<file path="config.mk">
export PLATFORM = sky130hd
export DESIGN_NAME = rtc_irq_core
export DESIGN_NICKNAME = d
export VERILOG_FILES = /design/src/rtl/rtc_irq_pkg.sv /design/src/rtl/rtc_alarm_match.sv /design/src/rtl/rtc_enable_reg.sv /design/src/rtl/rtc_flag_bank.sv /design/src/rtl/rtc_irq_core.sv
export SDC_FILE = /design/constraint.sdc
export NUM_CORES = 1
export LEC_CHECK = 0
export ABC_AREA = 1
export BUFFER_PORTS_ARGS = -buffer_cell sky130_fd_sc_hd__clkbuf_2
export CAP_MARGIN = 20
export CORE_AREA = 2 2 99 63
export CTS_BUF_LIST = sky130_fd_sc_hd__clkbuf_8
export CTS_CLUSTER_SIZE = 28
export DETAILED_ROUTE_END_ITERATION = 8
export DIE_AREA = 0 0 101 65
export PLACE_DENSITY = 0.55
export SLEW_MARGIN = 20
export SYNTH_ARGS = -nofsm -noshare
export SYNTH_HDL_FRONTEND = slang
export SYNTH_SLANG_ARGS = --single-unit
</file>
<file path="constraint.sdc">
create_clock -name clk -period 2.5 [get_ports clk]
set_input_delay 0.5 -clock clk [delete_from_list [all_inputs] [get_ports clk]]
set_output_delay 0.5 -clock clk [all_outputs]
set_load 0.005 [all_outputs]
</file>
<file path="src/rtl/rtc_irq_pkg.sv">
package rtc_irq_pkg;

    localparam int BYTE_W    = 8;
    localparam int SEL_W     = 3;
    localparam int NUM_ALARM = 3;
    localparam int EVT_LSB   = 4;
    localparam int NUM_EVT   = 3;
    localparam logic [BYTE_W-1:0] FIXED_VALUE = 8'h80;

    typedef enum logic [SEL_W-1:0] {
        SEL_ALM_SEC = 3'd0,
        SEL_ALM_MIN = 3'd1,
        SEL_ALM_HR  = 3'd2,
        SEL_CTRL    = 3'd3,
        SEL_STAT    = 3'd4,
        SEL_FIXED   = 3'd5
    } reg_sel_e;

    // Field order matches status and configuration bits 6..4.
    typedef struct packed {
        logic per;
        logic alm;
        logic upd;
    } evt_vec_t;

    function automatic logic alarm_byte_hit(input logic [BYTE_W-1:0] alm,
                                            input logic [BYTE_W-1:0] now);
        return (alm[BYTE_W-1 -: 2] == 2'b11) || (alm == now);
    endfunction

    function automatic logic [BYTE_W-1:0] pack_status(input evt_vec_t f, input logic sum);
        return {sum, f, {EVT_LSB{1'b0}}};
    endfunction

    function automatic logic [BYTE_W-1:0] pack_ctrl(input evt_vec_t en, input logic hold);
        return {hold, en, {EVT_LSB{1'b0}}};
    endfunction

endpackage

</file>
<file path="src/rtl/rtc_alarm_match.sv">
module rtc_alarm_match
    import rtc_irq_pkg::*;
#(
    parameter int DW = BYTE_W,
    parameter int NA = NUM_ALARM
) (
    input  logic             clk,
    input  logic             rst,
    input  logic [NA-1:0]    wr_sel,
    input  logic [DW-1:0]    wr_data,
    input  logic [NA*DW-1:0] now_flat,
    output logic [NA*DW-1:0] alarm_flat,
    output logic             hit
);
    logic [NA-1:0] byte_hit;

    for (genvar i = 0; i < NA; i++) begin : g_byte
        logic [DW-1:0] alm_q;
        always_ff @(posedge clk) begin
            if (rst)            alm_q <= '0;
            else if (wr_sel[i]) alm_q <= wr_data;
        end
        assign alarm_flat[i*DW +: DW] = alm_q;
        assign byte_hit[i] = alarm_byte_hit(alm_q, now_flat[i*DW +: DW]);

        assert_alarm_load_R10: assert property (@(posedge clk) disable iff (rst)
            wr_sel[i] |=> (alm_q == $past(wr_data)));
    end

    assign hit = &byte_hit;

endmodule

</file>
<file path="src/rtl/rtc_enable_reg.sv">
module rtc_enable_reg
    import rtc_irq_pkg::*;
(
    input  logic     clk,
    input  logic     rst,
    input  logic     wr_en,
    input  logic [3:0] wr_hi,   // bit 3 hold, bits 2:0 per/alm/upd enables
    output evt_vec_t en_o,
    output logic     hold_o
);
    always_ff @(posedge clk) begin
        if (rst) begin
            en_o   <= '0;
            hold_o <= 1'b0;
        end else if (wr_en) begin
            en_o.per <= wr_hi[2];
            en_o.alm <= wr_hi[1];
            en_o.upd <= wr_hi[0] & ~wr_hi[3];
            hold_o   <= wr_hi[3];
        end
    end

    assert_hold_kills_upd_en_R7: assert property (@(posedge clk) disable iff (rst)
        (wr_en && wr_hi[3]) |=> !en_o.upd);

    assert_reset_clears_en_R9: assert property (@(posedge clk)
        rst |=> (en_o == '0 && !hold_o));

endmodule

</file>
<file path="src/rtl/rtc_flag_bank.sv">
module rtc_flag_bank
    import rtc_irq_pkg::*;
(
    input  logic     clk,
    input  logic     rst,
    input  evt_vec_t set_i,
    input  logic     clr_i,
    input  evt_vec_t en_i,
    output evt_vec_t flags_o,
    output logic     sum_o
);
    logic [NUM_EVT-1:0] cur, nxt, setv, env;

    assign cur  = flags_o;
    assign setv = set_i;
    assign env  = en_i;
    assign nxt  = (clr_i ? '0 : cur) | setv;

    always_ff @(posedge clk) begin
        if (rst) flags_o <= '0;
        else     flags_o <= evt_vec_t'(nxt);
    end

    assign sum_o = |(cur & env);

    assert_read_clears_R5: assert property (@(posedge clk) disable iff (rst)
        (clr_i && setv == '0) |=> (flags_o == '0));

    for (genvar k = 0; k < NUM_EVT; k++) begin : g_chk
        logic fk;
        assign fk = cur[k];
        assert_set_kept_R6: assert property (@(posedge clk) disable iff (rst)
            setv[k] |=> fk);
    end

    assert_reset_clears_flags_R9: assert property (@(posedge clk)
        rst |=> (flags_o == '0));

endmodule

</file>
<file path="src/rtl/rtc_irq_core.sv">
module rtc_irq_core
    import rtc_irq_pkg::*;
#(
    parameter int DW = BYTE_W,
    parameter int SW = SEL_W
) (
    input  logic          clk,
    input  logic          rst,
    input  logic [SW-1:0] reg_sel,
    input  logic          wr_en,
    input  logic          rd_en,
    input  logic [DW-1:0] wr_data,
    output logic [DW-1:0] rd_data,
    input  logic          upd_strobe,
    input  logic          per_strobe,
    input  logic [DW-1:0] cur_sec,
    input  logic [DW-1:0] cur_min,
    input  logic [DW-1:0] cur_hr,
    output logic          irq_n
);
    localparam int NA = NUM_ALARM;

    logic [NA-1:0]    alm_wr_sel;
    logic [NA*DW-1:0] now_flat;
    logic [NA*DW-1:0] alarm_flat;
    logic             alarm_hit;
    logic             ctrl_wr;
    logic             stat_rd;
    evt_vec_t         en_w;
    logic             hold_w;
    evt_vec_t         set_w;
    evt_vec_t         flags_w;
    logic             sum_w;

    for (genvar i = 0; i < NA; i++) begin : g_alm_sel
        assign alm_wr_sel[i] = wr_en && (reg_sel == SW'(i));
    end

    assign now_flat = {cur_hr, cur_min, cur_sec};
    assign ctrl_wr  = wr_en && (reg_sel == SEL_CTRL);
    assign stat_rd  = rd_en && (reg_sel == SEL_STAT);

    rtc_alarm_match #(.DW(DW), .NA(NA)) u_alarm (
        .clk        (clk),
        .rst        (rst),
        .wr_sel     (alm_wr_sel),
        .wr_data    (wr_data),
        .now_flat   (now_flat),
        .alarm_flat (alarm_flat),
        .hit        (alarm_hit)
    );

    rtc_enable_reg u_enable (
        .clk    (clk),
        .rst    (rst),
        .wr_en  (ctrl_wr),
        .wr_hi  (wr_data[DW-1 -: 4]),
        .en_o   (en_w),
        .hold_o (hold_w)
    );

    always_comb begin
        set_w.upd = upd_strobe;
        set_w.alm = upd_strobe && alarm_hit;
        set_w.per = per_strobe;
    end

    rtc_flag_bank u_flags (
        .clk     (clk),
        .rst     (rst),
        .set_i   (set_w),
        .clr_i   (stat_rd),
        .en_i    (en_w),
        .flags_o (flags_w),
        .sum_o   (sum_w)
    );

    assign irq_n = ~sum_w;

    always_comb begin
        unique case (reg_sel)
            SEL_ALM_SEC: rd_data = alarm_flat[0*DW +: DW];
            SEL_ALM_MIN: rd_data = alarm_flat[1*DW +: DW];
            SEL_ALM_HR:  rd_data = alarm_flat[2*DW +: DW];
            SEL_CTRL:    rd_data = pack_ctrl(en_w, hold_w);
            SEL_STAT:    rd_data = pack_status(flags_w, sum_w);
            SEL_FIXED:   rd_data = FIXED_VALUE;
            default:     rd_data = '0;
        endcase
    end

    assert_alarm_sets_R3: assert property (@(posedge clk) disable iff (rst)
        (upd_strobe && alarm_hit) |=> flags_w.alm);

    assert_alarm_needs_update_R3: assert property (@(posedge clk) disable iff (rst)
        (!upd_strobe && !flags_w.alm) |=> !flags_w.alm);

    assert_irq_pin_R4: assert property (@(posedge clk) disable iff (rst)
        !irq_n |-> ($countones({flags_w.per & en_w.per,
                                flags_w.alm & en_w.alm,
                                flags_w.upd & en_w.upd}) > 0));

    assert_fixed_reg_R8: assert property (@(posedge clk) disable iff (rst)
        (reg_sel == SEL_FIXED) |-> (rd_data == 8'h80));

endmodule

</file>
# Yosys cells after proc, flatten, opt, wreduce, memory -nomap -nowiden
# Index checks and enable logic that the tools add are counted.
[classes]
bitwise_logic = 5
n_eq_ne = 11
n_reduce_logical = 12
muxes = 2
[op_table]
columns = ["cell", "n"]
rows = [
  ["8-bit one-hot mux with 6 select lines", 1],
  ["8-bit == test", 3],
  ["2-bit == test, second input constant", 3],
  ["3-bit by 2-bit == test with 1-bit output, second input constant", 2],
  ["3-bit == test, second input constant", 2],
  ["1-bit logical AND", 6],
  ["3-bit AND", 1],
  ["3-bit by 1-bit == test with 1-bit output, second input constant", 1],
  ["3-bit zero test", 1],
  ["1-bit logical OR", 3],
  ["3-bit two-way mux", 1],
  ["3-bit OR", 1],
  ["3-bit AND reduction", 1],
  ["3-bit OR reduction", 1],
  ["1-bit inverter", 2],
  ["1-bit AND", 1],
]
[totals]
reg_bits = 31
in_bits = 41
elab_cells = 40
output_inout_bits = 9

# Depth between registers and ports, before layout
# Gate-level depths: netlist of the first run.
[logic_depth]
word_depth = 5
mapped_depth = 11
ltp_nobuf = 11

# Hierarchy
# A second synthesis of the first run with hierarchy kept.
[unflattened]
cells_unflattened = 308
area_unflattened_um2 = 1948.1
[modules_own_cells]
columns = ["module", "area_each_um2", "n_inst", "cells_each"]
rows = [
  ["rtc_alarm_match", 1242.4, 1, 188],
  ["rtc_irq_core", 419.2, 1, 81],
  ["rtc_enable_reg", 146.4, 1, 19],
  ["rtc_flag_bank", 140.1, 1, 20],
]

# Worst setup path before layout of the first run
# No wires, ideal clock.
[synth_path]
path_type = "in2out"
startpoint = "input reg_sel[1]"
endpoint = "output rd_data[4]"
t_arrival_ps = 1098
slack_ps = 902
t_required_ps = 2000
stages = 6
cell_sequence = "inv_1 > nor2_2 > nand2_1 > inv_1 > a221oi_1 > o21ai_0"
[synth_between]
elab_chain_cells = 2
elab_cells_between_ends = 7
cone_classes = "eq/ne: 5; mux: 1; reduce/logical: 1"
[synth_lines]
columns = ["element", "line", "rtl"]
rows = [
  ["start: declaration", "rtc_irq_core.sv:9", "input logic [SW-1:0] reg_sel,"],
  ["3-bit == test (tied with other cells)", "rtc_irq_core.sv:81", "unique case (reg_sel)"],
  ["8-bit one-hot mux with 6 select lines *", "rtc_irq_core.sv:81", ""],
  ["end: declaration", "rtc_irq_core.sv:13", "output logic [DW-1:0] rd_data,"],
]
# Every way passes the cells marked *; elsewhere a longest branch is shown, timed or not.

# Worst setup path after layout of the first run
# Same ends and word-level chain as after synthesis.

==> results.md, run 1 <==
- The tool flagged a number of max-cap violations equal to 0.
- The relative contribution of the clock network to total power is 0.346.
- The clock arrives with 2.16 ps of skew.
- The worst flop-to-flop path endpoint is u_flags.g_chk[1].fk.
- TritonCTS built the clock tree.
- Ranked by total cell area, the synthesized netlist is headed by dfxtp_1 35%, nand2_1 20%, inv_1 6.9%.
- The count of buffers added on input and output ports is 49.
- The library cell with the largest summed area after synthesis is dfxtp_1.
- The count of clock tree sinks is 31.
- The unique cell type count in the Yosys netlist is 24.
- The sum of routed wire length over all layers is 4.88 mm.
- The first global-routing pass estimated 7.90 mm of wire.
- The standby leakage power is 0.000978 µW.
- After synthesis, the most frequently instantiated cells are 96 x nand2_1, 33 x inv_1, 31 x dfxtp_1, 28 x nor2_1, 17 x a21oi_1.
- The share of total power dissipated in sequential elements is 0.504.
- After global routing the overflow that remains totals 0.
- The internal reg-to-reg setup slack is 1260 ps.
- During I/O placement, the number of pins put on the boundary was 50.
- The net load switching power is 280 µW.
- In this run the cell area of the synthesized design comes to 1790 µm².
- The number of nets handed over by synthesis was 309.
- STA puts the critical path data arrival time at 1540 ps.
- For the pin with the worst max-slew slack, the measured transition is 676 ps.
- The sum of net half-perimeters after detailed placement is 3.95 mm.
- The total number of nets in the final design is 360.
- The depth of the worst hold-timing path is 3.
- Among all cell types in the netlist, the one instantiated most often is nand2_1.
- Of the total power, the share spent switching nets is 0.271.
- In the synthesized netlist the dominant register cell turns out to be dfxtp_1.
- The proportion of layout cells with a drive suffix above 1 is 0.220.
- The die covers 6570 µm².
- In this run the critical register-to-register path is launched from u_alarm.g_byte[0].alm_q[1].
- Power spread over the standard cell area amounts to 478 nW/µm².
- From bottom edge to top edge, the die measures 65 µm.
- The number of pins exceeding their max-slew limit in the final report came to 0.
- For the worst setup path, the data required time is 2000 ps.
- The depth of the most critical reg-to-reg path is 11.
- The number of gates resized after CTS was 0.
- The H-tree was split into 2 levels.
- The cell area after layout is 2160 µm².
- The clock slew at the register clock pins of the worst setup and hold paths is 60 ps.
- The beginning of the worst hold path is per_strobe.
- The number of antenna violations at the first check in global routing is 0.
- The average instance area after synthesis is 6.68 µm².
- The synthesized instance count is 268.
- The worst hold path endpoint is u_flags.g_chk[2].fk.
- Of the available clock period, the critical path in the final layout requires 0.815.
- The count of final hold-check violations is 0.
- The number of synthesized register bits is 31.
- Fill cells in the final layout number 644.
- Before antenna repair, the detailed router went through 4 iterations.
- The fraction of post-synthesis cell area in the top cell type by area is 0.347.
- The critical setup path kind is in2out.
- The antenna cell count is 0.
- The achievable clock frequency is 491 MHz.
- The area added between synthesis and finish is 20.9%.
- Of the total power, combinational logic draws 0.149.
- The final critical-path required period is 2040 ps.
- Routability-driven placement finished with a final weighted congestion of 0.891.
- The floorplan has 22 rows.
- Clock latency on the worst-skew pair, taken at its later pin, is 280 ps.
- The relative slew slack is 0.549.
- The final routed wire length divided by cell count is 12.5 µm.
- The global-route total usage across every layer is 0.159.
- Entering global routing, the biggest net connects 32 pins.
- Summing over every cut layer, the via total after detailed routing is 1764.
- Hold is met by 436 ps.
- Of all flip-flops after synthesis, the portion carrying an async set or reset was 0.
- The core footprint is 5780 µm².
- The detailed-route vias per instance is 4.52.
- The residual antenna-violating net count after detailed routing is 0.
- The tree is rooted in a clkbuf_8.
- In the routed design, unresolved DRC markers number 0.
- The path type of the worst min-delay path is in2reg.
- The nature of the critical path startpoint is a primary input.
- The post-place instance area is 2090 µm².
- The count of routing violations after the opening detailed-route iteration is 114.
- The endpoint type of the worst setup path is an output pin.
- For the final routed database, the setup TNS stands at 0 ps.
- The peak ir drop on the vdd network is 0.000165 V.
- The critical-path maximum fanout is 4.
- The via count of the first global-routing pass is 1568.
- The number of warnings printed during yosys synthesis is 0.
- The flow ran to the end, and the final reports show no timing, DRC or antenna violations.
- The share of the Yosys chip area taken by registers is 0.347.
- Counting along the longest clock path gives a buffer depth of 2.
- The die width is 101 µm.
- In this run, CTS created clock tree buffers numbering 5.
- Internal power comes to 754 µW.
- The hold buffer count at cts is 0.
- Setup repair after global routing left no endpoint under its margin.
- Setup violations remaining at the end of the flow were counted as 0.
- The number of flops mapped to enable cells by yosys is 0.
- In this run the post-CTS setup repair buffer count came out at 0.
- The starting density of the core is 0.310.
cells in the final DEF (no fill, tap or decap):
cell,instances
xnor2_1,14
nor2_8,1
nand3_1,1
a21oi_1,17
nand2_4,1
a211oi_2,2
o221ai_1,3
clkbuf_8,5
a221oi_1,1
clkbuf_2,49
nand2_1,96
o21ai_0,3
o211ai_1,2
a211oi_1,13
nand2_2,2
nor2_4,2
a22oi_1,3
dfxtp_1,31
nor2_1,28
inv_4,2
inv_1,34
o2111ai_1,2
nor2_2,2
inv_2,4
layer usage:
metal / GRT usage / part of all wire / vias to the layer above
met3: 0.0561 / 0.073 / 6
li1: - / - / 945
met1: 0.246 / 0.56 / 769
met2: 0.198 / 0.36 / 44
met4: 0.0507 / 0.0098 / 0
met5: 0 / 0 / -
power groups by stage:
stage | sequential [µW] | clock, µW | combinational [µW]
after detailed placement | 533 | 0 | 154
after floorplan | 529 | 0 | 90.0
after global placement | 533 | 0 | 154
after CTS | 522 | 368 | 155
final | 522 | 358 | 155
after global routing | 523 | 389 | 175
worst max-delay path, stage by stage:
cell and delay, ps:
clkbuf_2 110, nor2_1 70, nand2_1 80, inv_1 90, nand2_1 80, o21ai_0 80, a221oi_1 260, o21ai_0 140
clkbuf_2 130
cells by family after synthesis:
family / count (synthesis) / share of synthesized area
buffers and inverters: 44 / 0.103
flip-flops: 31 / 0.347
AND/OR/NAND/NOR: 133 / 0.307
AO/OA/AOI/OAI: 46 / 0.175
XOR/XNOR: 14 / 0.0685
cell type report:
| class | instances | area, µm² | area share |
|---|---|---|---|
| repair buffers | 49 | 245 | 0.113 |
| clock buffers | 5 | 68.8 | 0.0318 |
| inverters | 39 | 151 | 0.0699 |
| flip-flops and latches | 31 | 621 | 0.287 |
| well taps | 72 | 90.1 | 0.0416 |
| multi-input cells | 193 | 985 | 0.455 |
| clock inverters | 1 | 3.75 | 0.00173 |
worst max path at each step:
| stage | start | end | slack, ps | cells after the start |
|---|---|---|---|---|
| after CTS | reg_sel[1] | rd_data[4] | 450 | 9 |
| after global placement | reg_sel[2] | rd_data[4] | 470 | 7 |
| final | reg_sel[1] | rd_data[4] | 460 | 9 |
| after floorplan | reg_sel[1] | rd_data[4] | 900 | 6 |
| after global routing | reg_sel[1] | rd_data[4] | 380 | 9 |
| after detailed placement | reg_sel[1] | rd_data[4] | 460 | 9 |
registers in the layout, indices dropped and copies added (netlist names):
signal and count:
u_alarm.g_byte.alm_q 24, u_enable.en_o 3, u_enable.hold_o 1, u_flags.g_chk.fk 3
metrics by stage:
stage	total power, µW	instances	util	setup slack [ps]
6_report	1030	390	0.374	464
5_1_grt	1090	390	0.374	377
4_1_cts	1040	390	0.374	453
3_5_place_dp	687	384	0.362	455
3_3_place_gp	687	384	0.362	474
2_1_floorplan	619	268	-	902
Note: power is estimated with default switching activity, not from simulation.
==> run 2: changes to the inputs <==
--- a/config.mk
+++ b/config.mk
@@ -13,7 +13,7 @@
 export CTS_CLUSTER_SIZE = 28
 export DETAILED_ROUTE_END_ITERATION = 8
 export DIE_AREA = 0 0 101 65
-export PLACE_DENSITY = 0.55
+export PLACE_DENSITY = 0.57
 export SLEW_MARGIN = 20
 export SYNTH_ARGS = -nofsm -noshare
 export SYNTH_HDL_FRONTEND = slang
==> constraint.sdc (replaced) <==
create_clock -name clk -period 1.71 [get_ports clk]
set_input_delay 0.342 -clock clk [delete_from_list [all_inputs] [get_ports clk]]
set_output_delay 0.342 -clock clk [all_outputs]
set_load 0.005 [all_outputs]
==> run 2 against run 1 <==
Compared with the run above:
- largest power group unchanged
- via count is 3.0% higher
- design area increased by 1.5%
- worst setup slack lost 390 ps
- highest routed layer unchanged
- die area stayed put
- register-to-register slack got worse by 800 ps
==> results.md, run 2 (same netlist as run 1, synthesis figures left out) <==
- The number of clock buffers added by TritonCTS is 5.
- The required time of the worst setup path is 1370 ps.
- Across the routed clock network, the largest skew measured is 3.24 ps.
- The total number of nets in the final design is 362.
- The final routed wire length divided by cell count is 12.8 µm.
- The count of final hold-check violations is 0.
- The arrival time at the worst endpoint is 1300 ps.
- The row count is 22.
- The vertical die dimension is 65 µm.
- Setup repair after global routing could not meet its margin everywhere.
- The number of endpoints failing setup at the final stage is 0.
- Leaving out fill and tap cells, the most frequent cells in the layout are 96 x nand2_1, 48 x clkbuf_2, 31 x inv_1, 31 x dfxtp_1, 28 x nor2_1.
- The slowest cell on the critical path is a221oi_2.
- Global routing finished with a remaining overflow of 0.
- Summing over every cut layer, the via total after detailed routing is 1817.
- The largest stage delay on the critical path is 220 ps.
- The final critical-path required period is 1640 ps.
- The later pin in the worst-skew pair is clocked with a latency of 280 ps.
- The worst hold path belongs to the class in2reg.
- The leading cell type in the layout, fill and taps excluded is nand2_1.
- The residual antenna-violating net count after detailed routing is 0.
- The critical setup path kind is in2out.
- The first global-routing pass estimated 8.16 mm of wire.
- The number of antenna violations at the first check in global routing was 0.
- The die covers 6570 µm².
- The area growth from synthesis to layout is 22.7%.
- The TritonCTS clock tree is built.
- The register with the most flip-flops in the final layout is u_alarm.g_byte.alm_q.
- In this run the standard cell core region covers 5780 µm².
- The worst hold slack is 284 ps.
- The detailed-route vias per instance is 4.64.
- The via count of the first global-routing pass was 1696.
- The number of antenna diodes in the final layout is 0.
- Walking the worst path, the cells encountered are clkbuf_2 > nor2_1 > nand2_1 > inv_2 > nand2_1 > o21ai_0 > a221oi_2 > o21ai_1 > clkbuf_2.
- Summed over all layers, the routed wires come to 5.01 mm.
- In this run the tightest slew margin relative to its limit is 0.539.
- The H-tree was split into 2 levels.
- The aggregate negative setup slack is 0 ps.
- Summed over all nets, the half-perimeter wirelength after detailed placement is 3.99 mm.
- For this design, the CTS-stage hold fixing added 0 buffers.
- The analysis attributes to cell leakage a power of 0.000986 µW.
- The pin count of the biggest net entering global routing is 32.
- The detailed-routing iteration count for the pre-antenna-repair pass is 4.
- STA classifies the critical path startpoint as a primary input.
- At the pin with the least slew margin, the transition time is 692 ps.
- The flow ran to the end, and the final reports show no timing, DRC or antenna violations.
- The final estimated routing congestion in global placement is 0.885.
- The share of the cycle needed by the critical path after routing is 0.958.
- After clock tree synthesis, the clock-pin slew on the worst setup and hold paths is 60 ps.
- The cell sitting at the root of the clock tree is a clkbuf_8.
- The critical-path maximum fanout is 4.
- The power per standard cell area is 693 nW/µm².
- The peak ir drop on the vdd network is 0.000285 V.
- STA classifies the critical path endpoint as an output pin.
- Of the cells placed in the final design, the portion with a size suffix greater than 1 is 0.241.
- In this run the post-CTS setup repair buffer count came out at 0.
- The initial utilization of the core area, before any placement, comes to 0.310.
- For this block, the initial DRC count from the detailed router was 41.
- The number of pins exceeding their max-slew limit in the final report is 0.
- The global-route total usage across every layer is 0.165.
- The total of buffers placed on input and output ports is 49.
- The achievable clock frequency is 611 MHz.
- The count of clock tree sinks is 31.
- The number of placed I/O pins is 50.
- The total of max-cap violations is 0.
- The clock passes through at most 2 buffers.
- The die width is 101 µm.
- The DRC violations left is 0.
- The register with the most flip-flops in the layout has 24 of them.
## run 2: final timing paths
kind | startpoint | slack, ps | cells after the start | endpoint
max | reg_sel[1] | 70 | 9 | rd_data[4]
min | per_strobe | 280 | 3 | u_flags.g_chk[2].fk
max reg2reg | u_alarm.g_byte[0].alm_q[1] | 460 | 11 | u_flags.g_chk[1].fk
min reg2reg | u_enable.hold_o | 490 | 2 | u_enable.hold_o
## run 2: per-stage QoR
stage,util,cell area (µm²),setup slack (ps),total power (µW),instances
after floorplan,-,1790,428,905,268
after global placement,0.365,2110,12.3,1010,386
after detailed placement,0.365,2110,-13.2,1010,386
after CTS,0.377,2180,14.3,1530,392
after global routing,0.380,2200,-14.7,1610,392
final,0.380,2200,72.4,1520,392
## run 2: report_power, final
| group | total [µW] | internal [µW] | switching (µW) |
|---|---|---|---|
| Clock | 527 | 265 | 262 |
| Combinational | 233 | 96.8 | 136 |
| Sequential | 763 | 745 | 18.5 |
| Total | 1520 | 1110 | 417 |
## run 2: area by class of cell
type / instances / area (µm²)
sequential: 31 / 621
clock buffer: 5 / 68.8
fill: 649 / 3580
timing repair buffer: 51 / 260
clock inverter: 1 / 3.75
inverter: 39 / 151
tap: 72 / 90.1
multi-input combinational: 193 / 1000
## run 2: routing by layer
metal,track usage,vias to the layer above,share of wire
met5,0,-,0
met4,0.0507,0,0.013
met3,0.0431,6,0.062
met2,0.237,47,0.39
met1,0.239,809,0.53
li1,-,955,-
## run 2: critical path: cells and delay by family
family	cells	cell delay, ps
AOI/OAI and AO/OA	3	420
buffers and inverters	3	310
and+or+nand+nor	3	210
## run 2: what timing repair did
action / 4_1_cts / 5_1_grt
hold endpoints to repair: 0 / 0
setup endpoints to repair: 1 / 2
resized for setup: 1 / 7
==> run 3: changes to the inputs <==
--- a/config.mk
+++ b/config.mk
@@ -5,15 +5,14 @@
 export SDC_FILE = /design/constraint.sdc
 export NUM_CORES = 1
 export LEC_CHECK = 0
-export ABC_AREA = 1
 export BUFFER_PORTS_ARGS = -buffer_cell sky130_fd_sc_hd__clkbuf_2
 export CAP_MARGIN = 20
-export CORE_AREA = 2 2 99 63
+export CORE_AREA = 2 2 98 62
 export CTS_BUF_LIST = sky130_fd_sc_hd__clkbuf_8
 export CTS_CLUSTER_SIZE = 28
 export DETAILED_ROUTE_END_ITERATION = 8
-export DIE_AREA = 0 0 101 65
-export PLACE_DENSITY = 0.57
+export DIE_AREA = 0 0 100 64
+export PLACE_DENSITY = 0.63
 export SLEW_MARGIN = 20
 export SYNTH_ARGS = -nofsm -noshare
 export SYNTH_HDL_FRONTEND = slang
==> run 3 against run 2 <==
Compared with the run above:
- the flow now finishes with violations (negative setup slack)
- wire length increased by 0.62%
- register-to-register slack got worse by 300 ps
- flip-flop and latch count unchanged
- global-route usage increased by 0.32 points
- sequential power decreased by 0.7%
- sequential share of layout area decreased by 0.40 points
- utilization increased by 3.2 points
- clock power increased by 21%
- combinational power about the same
- via count decreased by 9.6%
- clock skew increased by 4.8 ps
==> results.md, run 3 <==
- The library cell with the largest summed area after synthesis is dfxtp_1.
- The first global-routing pass estimated 8.14 mm of wire.
- Detailed placement ended at an HPWL of 3.98 mm.
- For this design the static power due to leakage is 0.00100 µW.
- The number of clock buffers added by TritonCTS is 5.
- By area the synthesized netlist is led by dfxtp_1 35%, xor2_1 12%, mux2i_1 11%.
- The die width is 100 µm.
- The final critical-path required period is 1810 ps.
- Headroom to the max-slew limit came out at 0.735.
- The setup slack after layout is -104 ps.
- STA classifies the critical path endpoint as an output pin.
- In this run the register-to-register setup slack is 160 ps.
- After filler insertion, the fill cell instance count of the layout stands at 564.
- The number of antenna violations at the first check in global routing came to 0.
- The final core area utilization is 0.412.
- The number of placed I/O pins is 50.
- The synthesized net count is 245.
- The most instantiated library cell after synthesis is nand2_1.
- The power per standard cell area is 723 nW/µm².
- At the pin with the least slew margin, the transition time is 393 ps.
- After detailed routing, the number of remaining DRC violations is 0.
- For this design, the slowest cell found on the critical path is mux4_2.
- In the final routed layout, each cell accounts on average for 15.2 µm.
- The synthesized instance count is 204.
- The beginning of the worst hold path is per_strobe.
- In the final layout, the share of cells above drive strength 1 is 0.324.
- In the global route stage, overall resource usage came out at 0.168.
- The post-synthesis async set-or-reset flop share is 0.
- Based on the critical path, the design can be clocked at up to 551 MHz.
- The via count of the first global-routing pass was 1547.
- The total number of nets in the final design is 302.
- The checks that failed: negative setup slack.
- The largest stage delay on the critical path is 450 ps.
- At the end of routability-driven placement, the weighted congestion stood at 0.847.
- In the finished design, the share of the clock period the worst path needs comes to 1.06.
- The sum of routed wire length over all layers is 5.04 mm.
- Walking the worst path, the cells encountered are mux4_2 > nor2b_4 > a31o_1 > clkbuf_2.
- Setup repair after global routing could not meet its margin everywhere.
- The number of synthesized register bits is 31.
- The cell sitting at the root of the clock tree is a clkbuf_8.
- In this run the remaining antenna-violating nets after routing total 0.
- The number of warnings printed during yosys synthesis is 0.
- Buffers inserted to repair hold after CTS numbered 0.
- The run finished, with violations left.
- The critical-path maximum fanout is 3.
- Across all layers, the routed design uses 1642 vias.
- The number of pins exceeding their max-slew limit in the final report came to 0.
- The number of levels the H-tree was split into is 2.
- The total of max-cap violations is 0.
- The die is 64 µm tall.
- The antenna cell count is 0.
- The floorplan has 21 rows.
- The worst setup path is launched from a flop.
- The peak ir drop on the vdd network is 0.000402 V.
- CTS saw 31 sinks.
- The origin of the worst setup path is u_enable.en_o[0].
- The overall die area is 6400 µm².
- The pin count of the biggest net entering global routing is 15.
- The aggregate negative setup slack is -160 ps.
- The cell class contributing the biggest share of worst-path delay is multiplexers.
- The insertion delay of the later-clocked pin in the worst-skew pair is 280 ps.
- The register name with the most flops is u_alarm.g_byte.alm_q.
- The register with the most flip-flops in the layout has 24 of them.
- The final setup skew is 8.02 ps.
- Setup violations remaining at the end of the flow were counted as 2.
- Port buffering added 49 buffers.
- The count of final hold-check violations came to 0.
- Ranked by instance count, the synthesized netlist is headed by 35 x nand2_1, 31 x dfxtp_1, 24 x xor2_1, 23 x a21oi_1, 22 x nor2_1.
- The worst hold slack is 289 ps.
- The detailed-route vias per instance is 4.96.
- The starting density of the core is 0.322.
- The fraction of post-synthesis cell area in the top cell type by area is 0.353.
- The area of the mapped netlist is 1760 µm².
- The area growth from synthesis to layout is 28.0%.
- The unique cell type count in the Yosys netlist is 32.
- The number of flops mapped to enable cells by yosys is 0.
- The count of routing violations after the opening detailed-route iteration is 124.
- Data arrives at the worst endpoint at 1470 ps.
- The number of buffer and inverter stages on the critical path is 1.
- The startpoint identified for the worst register-to-register timing path is u_alarm.g_byte[1].alm_q[4].
- Leaving out fill and tap cells, the most frequent cell in the layout is clkbuf_2.
- The core region is 5470 µm².
- The TritonCTS clock tree is built.
- In the layout the commonest cells are 47 x clkbuf_2, 35 x nand2_1, 26 x dfxtp_1.
- The most used flip-flop cell after synthesis is dfxtp_1.
- Each instance of the synthesized netlist takes up on average 8.62 µm².
- The number of buffers between clock root and the deepest sink is 2.
- The min-delay analysis places its worst path in the category in2reg.
- Before antenna repair, the detailed router went through 4 iterations.
- For this run the aggregate overflow at the end of global routing stands at 0.
- The required time of the worst setup path is 1370 ps.
- Clock-pin slew was measured on the worst setup and hold paths at 70 ps.
- Of the synthesized area, sequential elements account for 0.353.
- The critical setup path kind is reg2out.
run 3: worst paths after layout:
path                                                    to  depth (start not counted)
worst max-delay path                            rd_data[4]                          4
worst min-delay path                   u_flags.g_chk[2].fk                          3
worst max register to register         u_flags.g_chk[1].fk                          5
worst min register to register  u_alarm.g_byte[0].alm_q[4]                          2
run 3: repair_timing:
| item | 4_1_cts | 5_1_grt |
|---|---|---|
| setup endpoints to repair | 2 | 5 |
| resized for setup | 6 | 5 |
| pin swaps | 2 | 0 |
| buffers inserted | 5 | 1 |
run 3: layout make-up:
| cell class | instances | area [µm²] | area share |
|---|---|---|---|
| Timing Repair Buffer | 62 | 368 | 0.163 |
| Clock buffer | 7 | 96.3 | 0.0428 |
| Sequential cell | 31 | 627 | 0.278 |
| Clock inverter | 1 | 3.75 | 0.00167 |
| Multi-Input combinational cell | 161 | 1070 | 0.475 |
| Tap cell | 69 | 86.3 | 0.0384 |
run 3: logic make-up after synthesis:
kind of cell	synth area share
muxes	0.133
buffers and inverters	0.0427
and+or+nand+nor	0.227
DFF	0.353
AOI/OAI and AO/OA	0.125
xor gates and xnor gates	0.120
run 3: routing by layer:
layer,part of all wire,vias to the layer above,track usage
met3,0.095,4,0.0503
met2,0.40,52,0.231
li1,-,816,-
met1,0.50,770,0.263
met4,0.0036,0,0.0154
met5,0,-,0
run 3: power by group:
part	total, µW	leakage [µW]	internal (µW)	switching, µW
registers	758	0.000254	740	18.3
logic	234	0.000690	112	122
clock network	636	0.0000557	361	275
total	1630	0.00100	1210	415
run 3: worst reg2reg max path, delay by kind of cell, from the launching register on:
kind | cells | cell delay, ps
AO/OA/AOI/OAI | 2 | 500
XOR/XNOR | 1 | 160
buffers and inverters | 1 | 130
flip-flops | 1 | 330
AND/OR/NAND/NOR | 1 | 320
run 3: metrics by stage:
step / std cells / power, µW / setup slack [ps] / cell area [µm²]
2_1_floorplan: 204 / 896 / 131 / 1760
3_3_place_gp: 318 / 997 / 28.1 / 2090
3_5_place_dp: 318 / 1000 / 14.8 / 2090
4_1_cts: 331 / 1630 / -112 / 2230
5_1_grt: 331 / 1720 / -173 / 2250
6_report: 331 / 1630 / -104 / 2250
